--- config.mk ---
export PLATFORM = sky130hd
export DESIGN_NAME = acc_alu
export DESIGN_NICKNAME = d
export VERILOG_FILES = /design/src/rtl/acc_alu_pkg.sv /design/src/rtl/acc_alu_addsub.sv /design/src/rtl/acc_alu_unit.sv /design/src/rtl/acc_alu_flags.sv /design/src/rtl/acc_alu.sv
export SDC_FILE = /design/constraint.sdc
export NUM_CORES = 1
export LEC_CHECK = 0
export ABC_CLOCK_PERIOD_IN_PS = 800
export BUFFER_PORTS_ARGS = -buffer_cell sky130_fd_sc_hd__buf_4
export CAP_MARGIN = 5
export CORE_MARGIN = 2
export CORE_UTILIZATION = 30
export DETAILED_ROUTE_END_ITERATION = 7
export PLACE_DENSITY = 0.5
export SETUP_SLACK_MARGIN = 0.2
export SYNTH_ARGS = -nofsm -noshare
export SYNTH_HDL_FRONTEND = slang
export SYNTH_HIERARCHICAL = 1
export SYNTH_SLANG_ARGS = --single-unit
--- constraint.sdc ---
create_clock -name clk_i -period 0.8 [get_ports clk_i]
set_input_delay 0.08 -clock clk_i [delete_from_list [all_inputs] [get_ports clk_i]]
set_output_delay 0.08 -clock clk_i [all_outputs]
set_load 0.05 [all_outputs]
--- src/rtl/acc_alu_pkg.sv ---
package acc_alu_pkg;
  typedef enum logic [3:0] {
    OP_ADD = 4'd0,  OP_SUB = 4'd1,  OP_CMP = 4'd2,  OP_AND = 4'd3,
    OP_OR  = 4'd4,  OP_XOR = 4'd5,  OP_BIT = 4'd6,  OP_TSB = 4'd7,
    OP_TRB = 4'd8,  OP_ASL = 4'd9,  OP_LSR = 4'd10, OP_ROL = 4'd11,
    OP_ROR = 4'd12, OP_INC = 4'd13, OP_DEC = 4'd14, OP_XBA = 4'd15
  } alu_op_e;

  localparam int FLAG_N = 3;
  localparam int FLAG_V = 2;
  localparam int FLAG_Z = 1;
  localparam int FLAG_C = 0;
endpackage

--- src/rtl/acc_alu_addsub.sv ---
module acc_alu_addsub #(
  parameter int DW = 16
) (
  input  logic [DW-1:0] a_i,
  input  logic [DW-1:0] b_i,
  input  logic          inv_i,
  input  logic          cin_i,
  input  logic          narrow_i,
  output logic [DW-1:0] sum_o,
  output logic          cout_o,
  output logic          ovf_o
);
  localparam int HW = DW / 2;

  logic [DW-1:0] b_eff;
  logic [HW:0]   lo_sum;
  logic [DW:0]   full_sum;

  assign b_eff    = inv_i ? ~b_i : b_i;
  assign lo_sum   = {1'b0, a_i[HW-1:0]} + {1'b0, b_eff[HW-1:0]} + {{HW{1'b0}}, cin_i};
  assign full_sum = {1'b0, a_i} + {1'b0, b_eff} + {{DW{1'b0}}, cin_i};

  always_comb begin
    if (narrow_i) begin
      sum_o  = {{HW{1'b0}}, lo_sum[HW-1:0]};
      cout_o = lo_sum[HW];
      ovf_o  = (a_i[HW-1] == b_eff[HW-1]) && (lo_sum[HW-1] != a_i[HW-1]);
    end else begin
      sum_o  = full_sum[DW-1:0];
      cout_o = full_sum[DW];
      ovf_o  = (a_i[DW-1] == b_eff[DW-1]) && (full_sum[DW-1] != a_i[DW-1]);
    end
  end
endmodule

--- src/rtl/acc_alu_unit.sv ---
module acc_alu_unit
  import acc_alu_pkg::*;
#(
  parameter int DW = 16
) (
  input  alu_op_e       op_i,
  input  logic          narrow_i,
  input  logic [DW-1:0] a_i,
  input  logic [DW-1:0] m_i,
  input  logic          cin_i,
  output logic [DW-1:0] val_o,
  output logic          sh_cout_o
);
  localparam int HW = DW / 2;

  logic [DW-1:0] msk, aw, mw, asl_v, lsr_v, ror_v;
  logic          a_top;

  assign msk   = narrow_i ? {{HW{1'b0}}, {HW{1'b1}}} : {DW{1'b1}};
  assign aw    = a_i & msk;
  assign mw    = m_i & msk;
  assign a_top = narrow_i ? a_i[HW-1] : a_i[DW-1];
  assign asl_v = (aw << 1) & msk;
  assign lsr_v = aw >> 1;

  // carry enters at the active-width MSB
  always_comb begin
    ror_v = lsr_v;
    if (narrow_i) ror_v[HW-1] = cin_i;
    else          ror_v[DW-1] = cin_i;
  end

  always_comb begin
    val_o     = '0;
    sh_cout_o = 1'b0;
    unique case (op_i)
      OP_AND: val_o = aw & mw;
      OP_OR:  val_o = aw | mw;
      OP_XOR: val_o = aw ^ mw;
      OP_TSB: val_o = mw | aw;
      OP_TRB: val_o = mw & ~aw;
      OP_ASL: begin val_o = asl_v;                          sh_cout_o = a_top;  end
      OP_ROL: begin val_o = asl_v | {{DW-1{1'b0}}, cin_i};  sh_cout_o = a_top;  end
      OP_LSR: begin val_o = lsr_v;                          sh_cout_o = a_i[0]; end
      OP_ROR: begin val_o = ror_v;                          sh_cout_o = a_i[0]; end
      OP_INC: val_o = (aw + {{DW-1{1'b0}}, 1'b1}) & msk;
      OP_DEC: val_o = (aw - {{DW-1{1'b0}}, 1'b1}) & msk;
      OP_XBA: val_o = {a_i[HW-1:0], a_i[DW-1:HW]};
      default: val_o = '0;
    endcase
  end
endmodule

--- src/rtl/acc_alu_flags.sv ---
module acc_alu_flags
  import acc_alu_pkg::*;
#(
  parameter int DW = 16
) (
  input  alu_op_e       op_i,
  input  logic          narrow_i,
  input  logic          bit_imm_i,
  input  logic [DW-1:0] val_i,
  input  logic [DW-1:0] a_i,
  input  logic [DW-1:0] m_i,
  input  logic          add_cout_i,
  input  logic          add_ovf_i,
  input  logic          sh_cout_i,
  output logic [3:0]    flags_o,
  output logic [3:0]    mask_o,
  output logic          we_o
);
  localparam int HW = DW / 2;

  logic [DW-1:0] msk;
  logic          and_zero, n, v, z, c;

  assign msk      = narrow_i ? {{HW{1'b0}}, {HW{1'b1}}} : {DW{1'b1}};
  assign and_zero = ((a_i & m_i & msk) == '0);

  always_comb begin
    n      = narrow_i ? val_i[HW-1] : val_i[DW-1];
    z      = ((val_i & msk) == '0);
    v      = 1'b0;
    c      = 1'b0;
    mask_o = 4'b0000;
    we_o   = 1'b0;
    unique case (op_i)
      OP_ADD, OP_SUB: begin we_o = 1'b1; mask_o = 4'b1111; c = add_cout_i; v = add_ovf_i; end
      OP_CMP:         begin mask_o = 4'b1011; c = add_cout_i; end
      OP_AND, OP_OR, OP_XOR, OP_INC, OP_DEC: begin we_o = 1'b1; mask_o = 4'b1010; end
      OP_BIT: begin
        mask_o = bit_imm_i ? 4'b0010 : 4'b1110;
        n      = narrow_i ? m_i[HW-1] : m_i[DW-1];
        v      = narrow_i ? m_i[HW-2] : m_i[DW-2];
        z      = and_zero;
      end
      OP_TSB, OP_TRB: begin we_o = 1'b1; mask_o = 4'b0010; z = and_zero; end
      OP_ASL, OP_LSR, OP_ROL, OP_ROR: begin we_o = 1'b1; mask_o = 4'b1011; c = sh_cout_i; end
      OP_XBA: begin
        we_o = 1'b1; mask_o = 4'b1010;
        n = val_i[HW-1];
        z = (val_i[HW-1:0] == '0);
      end
      default: ;
    endcase
  end

  assign flags_o = {n, v, z, c};
endmodule

--- src/rtl/acc_alu.sv ---
module acc_alu
  import acc_alu_pkg::*;
#(
  parameter int DW = 16
) (
  input  logic          clk_i,
  input  logic          rst_ni,
  input  logic          valid_i,
  input  logic [3:0]    op_i,
  input  logic          narrow_i,
  input  logic          bit_imm_i,
  input  logic [DW-1:0] acc_i,
  input  logic [DW-1:0] opnd_i,
  input  logic          carry_i,
  output logic          valid_o,
  output logic [DW-1:0] res_o,
  output logic          res_we_o,
  output logic [3:0]    flags_o,
  output logic [3:0]    flag_mask_o
);
  localparam int HW = DW / 2;

  alu_op_e       op;
  logic [DW-1:0] sum, unit_val, val, res_d, hi_src_w;
  logic          add_cout, add_ovf, sh_cout, we_d, is_arith, is_sub, add_cin;
  logic [3:0]    flags_d, mask_d;

  assign op       = alu_op_e'(op_i);
  assign is_arith = (op == OP_ADD) || (op == OP_SUB) || (op == OP_CMP);
  assign is_sub   = (op == OP_SUB) || (op == OP_CMP);
  assign add_cin  = (op == OP_CMP) ? 1'b1 : carry_i;

  acc_alu_addsub #(.DW(DW)) u_addsub (
    .a_i(acc_i), .b_i(opnd_i), .inv_i(is_sub), .cin_i(add_cin),
    .narrow_i(narrow_i), .sum_o(sum), .cout_o(add_cout), .ovf_o(add_ovf)
  );

  acc_alu_unit #(.DW(DW)) u_unit (
    .op_i(op), .narrow_i(narrow_i), .a_i(acc_i), .m_i(opnd_i),
    .cin_i(carry_i), .val_o(unit_val), .sh_cout_o(sh_cout)
  );

  assign val = is_arith ? sum : unit_val;

  acc_alu_flags #(.DW(DW)) u_flags (
    .op_i(op), .narrow_i(narrow_i), .bit_imm_i(bit_imm_i), .val_i(val),
    .a_i(acc_i), .m_i(opnd_i), .add_cout_i(add_cout), .add_ovf_i(add_ovf),
    .sh_cout_i(sh_cout), .flags_o(flags_d), .mask_o(mask_d), .we_o(we_d)
  );

  // narrow: upper byte comes from the written target, not the ALU
  assign hi_src_w = ((op == OP_TSB) || (op == OP_TRB)) ? opnd_i : acc_i;
  assign res_d    = (narrow_i && (op != OP_XBA)) ? {hi_src_w[DW-1:HW], val[HW-1:0]} : val;

  always_ff @(posedge clk_i or negedge rst_ni) begin
    if (!rst_ni) begin
      valid_o     <= 1'b0;
      res_o       <= '0;
      res_we_o    <= 1'b0;
      flags_o     <= '0;
      flag_mask_o <= '0;
    end else begin
      valid_o <= valid_i;
      if (valid_i) begin
        res_o       <= res_d;
        res_we_o    <= we_d;
        flags_o     <= flags_d;
        flag_mask_o <= mask_d;
      end
    end
  end


  cmp_no_write_chk: assert property (@(posedge clk_i) disable iff (!rst_ni)
    valid_o && ($past(op_i) == OP_CMP) |-> !res_we_o && !flag_mask_o[FLAG_V] && flag_mask_o[FLAG_C]);


  lsr_n_clear_chk: assert property (@(posedge clk_i) disable iff (!rst_ni)
    valid_o && ($past(op_i) == OP_LSR) |-> !flags_o[FLAG_N]);


  tst_mask_chk: assert property (@(posedge clk_i) disable iff (!rst_ni)
    valid_o && (($past(op_i) == OP_TSB) || ($past(op_i) == OP_TRB)) |-> (flag_mask_o == 4'b0010));


  hi_keep_chk: assert property (@(posedge clk_i) disable iff (!rst_ni)
    valid_o && $past(narrow_i) && res_we_o &&
    !($past(op_i) inside {OP_TSB, OP_TRB, OP_XBA}) |-> (res_o[DW-1:HW] == $past(acc_i[DW-1:HW])));


  xba_swap_chk: assert property (@(posedge clk_i) disable iff (!rst_ni)
    valid_o && ($past(op_i) == OP_XBA) |-> (res_o == {$past(acc_i[HW-1:0]), $past(acc_i[DW-1:HW])}));


  hold_chk: assert property (@(posedge clk_i) disable iff (!rst_ni)
    !valid_i |=> !valid_o && $stable(res_o) && $stable(flags_o) && $stable(flag_mask_o));
endmodule

Word-level counts from Yosys, hierarchy flattened
Index checks and enable logic that the tools add are counted.
{"block": "word_totals", "ff_bits": 26, "input_bits": 42, "output_inout_bits": 26, "word_cells": 92}
{"block": "classes", "n_addsub": 6, "n_eq_ne": 20, "n_mux": 24, "bitwise_logic": 15, "reduce_logical": 22}
{"operator": "$pmux 16 s11", "n": 1}
{"operator": "$and 16x16->16", "n": 10}
{"operator": "$mux 16", "n": 6}
{"operator": "$eq 4x4->1 const B", "n": 8}
{"operator": "$logic_not 16->1", "n": 2}
{"operator": "$not 16->16", "n": 2}
{"operator": "$pmux 4 s5", "n": 1}
{"operator": "$add 16x16->17", "n": 1}
{"operator": "$add 17x1->17", "n": 1}
{"operator": "$add 16x1->16 const B", "n": 1}
{"operator": "$eq 4x3->1 const B", "n": 4}
{"operator": "$or 16x1->16", "n": 1}
{"operator": "$or 16x16->16", "n": 1}
{"operator": "$sub 16x1->16 const B", "n": 1}
{"operator": "$xor 16x16->16", "n": 1}
{"operator": "$reduce_or 14->1", "n": 1}
{"operator": "$mux 1", "n": 10}
{"operator": "$pmux 1 s2", "n": 5}
{"operator": "$reduce_or 2->1", "n": 5}
{"operator": "$add 8x8->9", "n": 1}
{"operator": "$add 9x1->9", "n": 1}
{"operator": "$eq 4x2->1 const B", "n": 2}
{"operator": "$logic_not 8->1", "n": 1}
{"operator": "$reduce_or 3->1", "n": 2}
{"operator": "11 further kinds", "n": 18}

Logic depth before layout (Yosys ltp)
{"block": "depth", "word_depth": 10, "depth_mapped": 23, "ltp_nobuf": 18}

Modules after synthesis
Netlist, hierarchy kept.
{"mod": "acc_alu_unit", "n_inst": 1, "cells_per_inst": 384, "area_each_um2": 2483.6, "seq_area_each_um2": 0.0}
{"mod": "acc_alu", "n_inst": 1, "cells_per_inst": 123, "area_each_um2": 1496.4, "seq_area_each_um2": 650.6}
{"mod": "acc_alu_addsub", "n_inst": 1, "cells_per_inst": 161, "area_each_um2": 1191.1, "seq_area_each_um2": 0.0}
{"mod": "acc_alu_flags", "n_inst": 1, "cells_per_inst": 60, "area_each_um2": 421.7, "seq_area_each_um2": 0.0}

Worst setup path after synthesis
OpenSTA, ideal clock, no wires.
{"block": "synth_path", "path_type": "input-to-reg", "from": "input op_i[2]", "to": "register flags_o[1]", "setup_time_ps": 67, "arrival_time_ps": 4207, "required_ps": 733, "setup_slack_ps": -3473, "path_stages": 23, "path_buffers": 5, "path_cell_list": "buf_2 a211oi_4 buf_6 o21a_1 clkbuf_1 buf_2 xnor2_1 fa_1 inv_1 fa_1 a21oi_1 o22ai_2 a21boi_2 a21oi_1 mux2_1 mux2i_1 inv_1 nor4_1 a21o_1 a21oi_1 o32ai_1 buf_4 mux2_2"}
{"block": "synth_between", "elab_chain_cells": 10, "elab_cells_between_ends": 34, "classes_between": "add/sub: 4; eq/ne: 15; mux: 6; bitwise: 1; reduce/logical: 8"}
{"item": "from (decl)", "line": "acc_alu.sv:9", "source": "input logic [3:0] op_i,"}
{"item": "$eq 4x1->1 or $eq 4x2->1 (tied branches)", "line": "acc_alu.sv:30", "source": "assign is_sub = (op == OP_SUB) || (op == OP_CMP);"}
{"item": "$logic_or 1x1->1 *", "line": "acc_alu.sv:30"}
{"item": "via is_sub", "line": "acc_alu.sv:25", "source": "logic add_cout, add_ovf, sh_cout, we_d, is_arith, is_sub, add_cin;"}
{"item": "$mux 16 *", "line": "acc_alu_addsub.sv:19", "source": "assign b_eff = inv_i ? ~b_i : b_i;"}
{"item": "$add 16x16->17 *", "line": "acc_alu_addsub.sv:21", "source": "assign full_sum = {1'b0, a_i} + {1'b0, b_eff} + {{DW{1'b0}}, cin_i};"}
{"item": "$add 17x1->17 *", "line": "acc_alu_addsub.sv:21"}
{"item": "$mux 16 *", "line": "acc_alu_addsub.sv:24", "source": "if (narrow_i) begin"}
{"item": "via sum[12]", "line": "acc_alu.sv:24", "source": "logic [DW-1:0] sum, unit_val, val, res_d, hi_src_w;"}
{"item": "$mux 16 *", "line": "acc_alu.sv:43", "source": "assign val = is_arith ? sum : unit_val;"}
{"item": "via val[12]", "line": "acc_alu.sv:24"}
{"item": "$and 16x16->16 *", "line": "acc_alu_flags.sv:29", "source": "z = ((val_i & msk) == '0);"}
{"item": "$logic_not 16->1 *", "line": "acc_alu_flags.sv:29"}
{"item": "$pmux 1 s2 *", "line": "acc_alu_flags.sv:34", "source": "unique case (op_i)"}
{"item": "via u_flags.z", "line": "acc_alu_flags.sv:22", "source": "logic and_zero, n, v, z, c;"}
{"item": "to (signal assigned)", "line": "acc_alu.sv:67", "source": "flags_o <= flags_d;"}
{"item": "to (decl)", "line": "acc_alu.sv:18", "source": "output logic [3:0] flags_o,"}
Mark *: on every way through the listed nets, which the timed path passes. The rest lies on a longest branch.
A chain may end at the register's enable or synchronous reset.

Worst setup path after layout
{"block": "layout_path", "from": "input op_i[0]", "to": "register flags_o[1]"}
{"block": "layout_between", "elab_chain_cells": 10, "elab_cells_between_ends": 34, "classes_between": "add/sub: 4; eq/ne: 15; mux: 6; bitwise: 1; reduce/logical: 8"}
{"item": "$eq 4x1->1 or $eq 4x2->1 (tied branches)", "line": "acc_alu.sv:30"}
{"item": "$logic_or 1x1->1 *", "line": "acc_alu.sv:30"}
{"item": "via is_sub", "line": "acc_alu.sv:25"}
{"item": "$mux 16 *", "line": "acc_alu_addsub.sv:19"}
{"item": "$add 16x16->17 *", "line": "acc_alu_addsub.sv:21"}
{"item": "$add 17x1->17 *", "line": "acc_alu_addsub.sv:21"}
{"item": "$mux 16 *", "line": "acc_alu_addsub.sv:24"}
{"item": "via sum[11]", "line": "acc_alu.sv:24"}
{"item": "$mux 16 *", "line": "acc_alu.sv:43"}
{"item": "via val[11]", "line": "acc_alu.sv:24"}
{"item": "$and 16x16->16 *", "line": "acc_alu_flags.sv:29"}
{"item": "$logic_not 16->1 *", "line": "acc_alu_flags.sv:29"}
{"item": "$pmux 1 s2 *", "line": "acc_alu_flags.sv:34"}
{"item": "via flags_d[1]", "line": "acc_alu.sv:26", "source": "logic [3:0] flags_d, mask_d;"}
Marks and branches as above.

==> impl_metrics.json <==
{
  "switching_share_pct": 41.7,
  "synth_top_flop_cell": "dfrtp_1",
  "placedCellCount": 1214,
  "grt_pass1_wl_um": 38400,
  "pwr-share-clk_pct": 14.2,
  "wl_um": 25300,
  "status": "complete, but fails checks",
  "final-hold-violation-count": 0,
  "critPathRequiredTime_ns": 1.01,
  "p_comb_share_pct": 69.7,
  "startpoint": "op_i[0]",
  "grt_overflow": 0,
  "yosysMostFrequentCell": "nor2_1",
  "antenna_found_initial": 0,
  "area_growth_pct": 65.1,
  "synth_area_leader_cell": "dfrtp_1",
  "clock-skew-final_ns": 0,
  "yosys-top-cells-count": "52 x nor2_1, 51 x nand2_1, 46 x inv_1, 43 x a21oi_1, 35 x ha_1",
  "synthArstFlopShare_pct": 100,
  "cts_tree": "done",
  "syn_inst": 728,
  "synth_edf_count": 0,
  "final_nets": 1104,
  "min_period_over_period_pct": 417,
  "post_dp_cell_area_sq_um": 8140,
  "crit_path_start_kind": "input port",
  "p_switching_w": 0.00443,
  "critical-path-max-stage-delay_ns": 0.37,
  "reg2reg_slack_ns": -0.12,
  "dieHeight_um": 141,
  "worst_slack_ns": -2.54,
  "max_cap_violations": 0,
  "hold_path_class": "in2reg",
  "cts_root_buf": "clkbuf_16",
  "yosys-top-cells-area": "dfrtp_1 12%, ha_1 7.8%, mux2_2 5.0%",
  "synth_area_sq_um": 5590,
  "arrival_ns": 3.55,
  "fin_setup_tns_ns": -42.00,
  "synth.distinct_cells": 98,
  "ys_seq_area_share_pct": 11.6,
  "ys_ff_latch": 26,
  "setup.worst_path.class": "in2reg",
  "seq_power_share_pct": 16.1,
  "timing.rr.end": "flags_o[1]",
  "path_common_cell": "mux2_4",
  "cts_buffers": 3,
  "drt-initial-drc-count": 580,
  "die-area_sq_um": 19800,
  "rr_worst_depth": 2,
  "power_per_cell_area_nw_per_um2": 1150,
  "leakage_nw": 4.10,
  "cts_sinks": 26,
  "p_int_w": 0.00620,
  "wl_per_cell_um": 20.2,
  "hp-start": "valid_i",
  "endpoint_kind": "flip-flop",
  "critPathMaxFanout": 5,
  "diodes": 0,
  "rsz0062_at_grt": "yes",
  "yosysTopAreaCellShare_pct": 11.6,
  "cts_buffer_depth": 2,
  "worst_slew_pin_slew_ns": 0.780,
  "path_clk_slew_ns": 0.07,
  "endpoint": "flags_o[1]",
  "gp_congestion": 0.941,
  "fp-row-count": 49,
  "ant_nets": 0,
  "path_cells": "buf_8 -> a211oi_4 -> o21a_4 -> buf_12 -> xnor2_4 -> fa_2 -> nand2b_4 -> a2111oi_4 -> nor3_2 -> a21oi_2 -> mux2_4 -> mux2_4 -> nor4_1 -> a21o_1 -> a21oi_1 -> o32ai_1 -> mux2_4",
  "vias": 7053,
  "grt_pass1_vias": 6777,
  "report.final.slew_viol_count": 0,
  "viasPerCell": 5.63,
  "syn-num-nets": 807,
  "insertion_delay_ns": 0.27,
  "fin_crit_ns": 3.34,
  "r2r_start": "flags_o[1]",
  "violations": "setup timing",
  "syn_area_per_cell_sq_um": 7.68,
  "drive_above_1_share_pct": 49.7,
  "cts_max_level": 1,
  "core_sq_um": 18100,
  "setup_viol": 50,
  "total_power_w": 0.0106,
  "first_pass_iters": 7,
  "grt_max_degree": 36,
  "final_area_sq_um": 9230,
  "drc": 0,
  "max_freq_mhz": 299,
  "die_w_um": 141,
  "ys_warn_count": 6,
  "ir_worst_vdd_mv": 1.04,
  "port_buffers": 67,
  "pin_count": 68,
  "cpMaxStageDelayCell": "fa_2",
  "final_cells": 1253,
  "whs_ns": 0.0911,
  "grt_use_total_pct": 24.7,
  "slew_headroom_pct": 47.7,
  "post-dp-hpwl_um": 20000,
  "start_util_pct": 30.8
}
## worst max-delay path, delay by kind of cell
kind | cells | cell delay (ns)
muxes | 3 | 0.77
xor gates and xnor gates | 1 | 0.07
adders and majority gates | 1 | 0.37
buffers and inverters | 2 | 0.25
and+or+nand+nor | 3 | 0.59
AOI/OAI and AO/OA | 7 | 1.40
## worst min-delay path by stage
stage,to,slack [ns],cells after the start
after detailed placement,res_o[3],0.02,1
after CTS,valid_o,0.09,2
final,valid_o,0.09,2
after floorplan,flag_mask_o[0],-0.22,0
after global placement,res_o[1],0.01,1
after global routing,valid_o,0.1,2
## metal layers
metal	vias to the layer above	wire length, um	part of all wire, %	GRT usage (%)
li1	3328	-	-	-
met1	3398	11300	44	35.2
met2	287	11400	45	38.9
met3	40	1930	7.6	3.73
met4	0	710	2.8	6.47
met5	-	0	0	0
## cells in the final DEF (no fill, tap or decap), types with 5 or more instances in the layout
cell and instances:
buf_4 282, buf_6 55, nand2_1 50, nor2_1 48, inv_1 45, a21oi_1 33, ha_1 29, xnor2_1 28
dfrtp_2 25, mux2_4 23, o21ai_0 23, a22oi_1 22, xor2_1 20, nand4_1 16, a31oi_1 14, nor3_1 13
a221oi_1 12, nor2b_1 11, nand2b_1 11, buf_12 11, o211ai_1 11, nand3_1 11, mux2i_1 9, nor4_1 9
a32o_1 7, a21oi_2 7, o21ai_1 7, mux2_2 6, o221ai_2 6, a221o_1 6, a211oi_1 6, o2111ai_1 6
o22ai_1 5, buf_8 5, a222oi_1 5
## stage by stage
stage | util (%) | setup WS, ns
after floorplan | - | -3.04
after global placement | 44.9 | -2.75
after detailed placement | 44.9 | -2.78
after CTS | 49.2 | -2.41
after global routing | 50.9 | -2.67
final | 50.9 | -2.54
## kinds of logic after synthesis
| kind of cell | after synthesis | synth area share, % |
|---|---|---|
| AO/OA/AOI/OAI | 232 | 31.3 |
| AND/OR/NAND/NOR | 223 | 22.1 |
| buffers and inverters | 114 | 9.78 |
| XOR/XNOR | 53 | 8.30 |
| multiplexers | 42 | 8.32 |
| adder cells (fa/ha/maj) | 37 | 8.55 |
| flip-flops | 26 | 11.6 |
| other | 1 | 0.0670 |
## power groups by stage
stage               sequential (W)  clock, W  combinational (W)
floorplan                  0.00242         0            0.00272
global placement           0.00168         0            0.00613
detailed placement         0.00169         0            0.00618
CTS                        0.00171   0.00154            0.00696
global route               0.00174   0.00160            0.00787
finish                     0.00171   0.00151            0.00741
## registers in the layout, summed over array words and instances, names as in the netlist
register     flops
res_o           16
flags_o          4
res_we_o         1
valid_o          1
flag_mask_o      4
## final cells by class
type                    instances  area (sq um)
fillers                      1755          8920
inverters                      50           195
clock inverters                 1          30.0
flip-flops and latches         26           682
well taps                     229           287
clock buffers                   3          75.1
multi-input cells             588          4870
repair buffers                356          3100
## what timing repair did
item / CTS / global route
pin swaps: 21 / 23
gates resized for setup: 115 / 49
hold endpoints to repair: 26 / 0
buffers inserted: 21 / 11
cloned: 2 / 0
hold buffers: 1 / 0
endpoints found under the setup margin: 51 / 77
(Power assumes the default switching activity.)
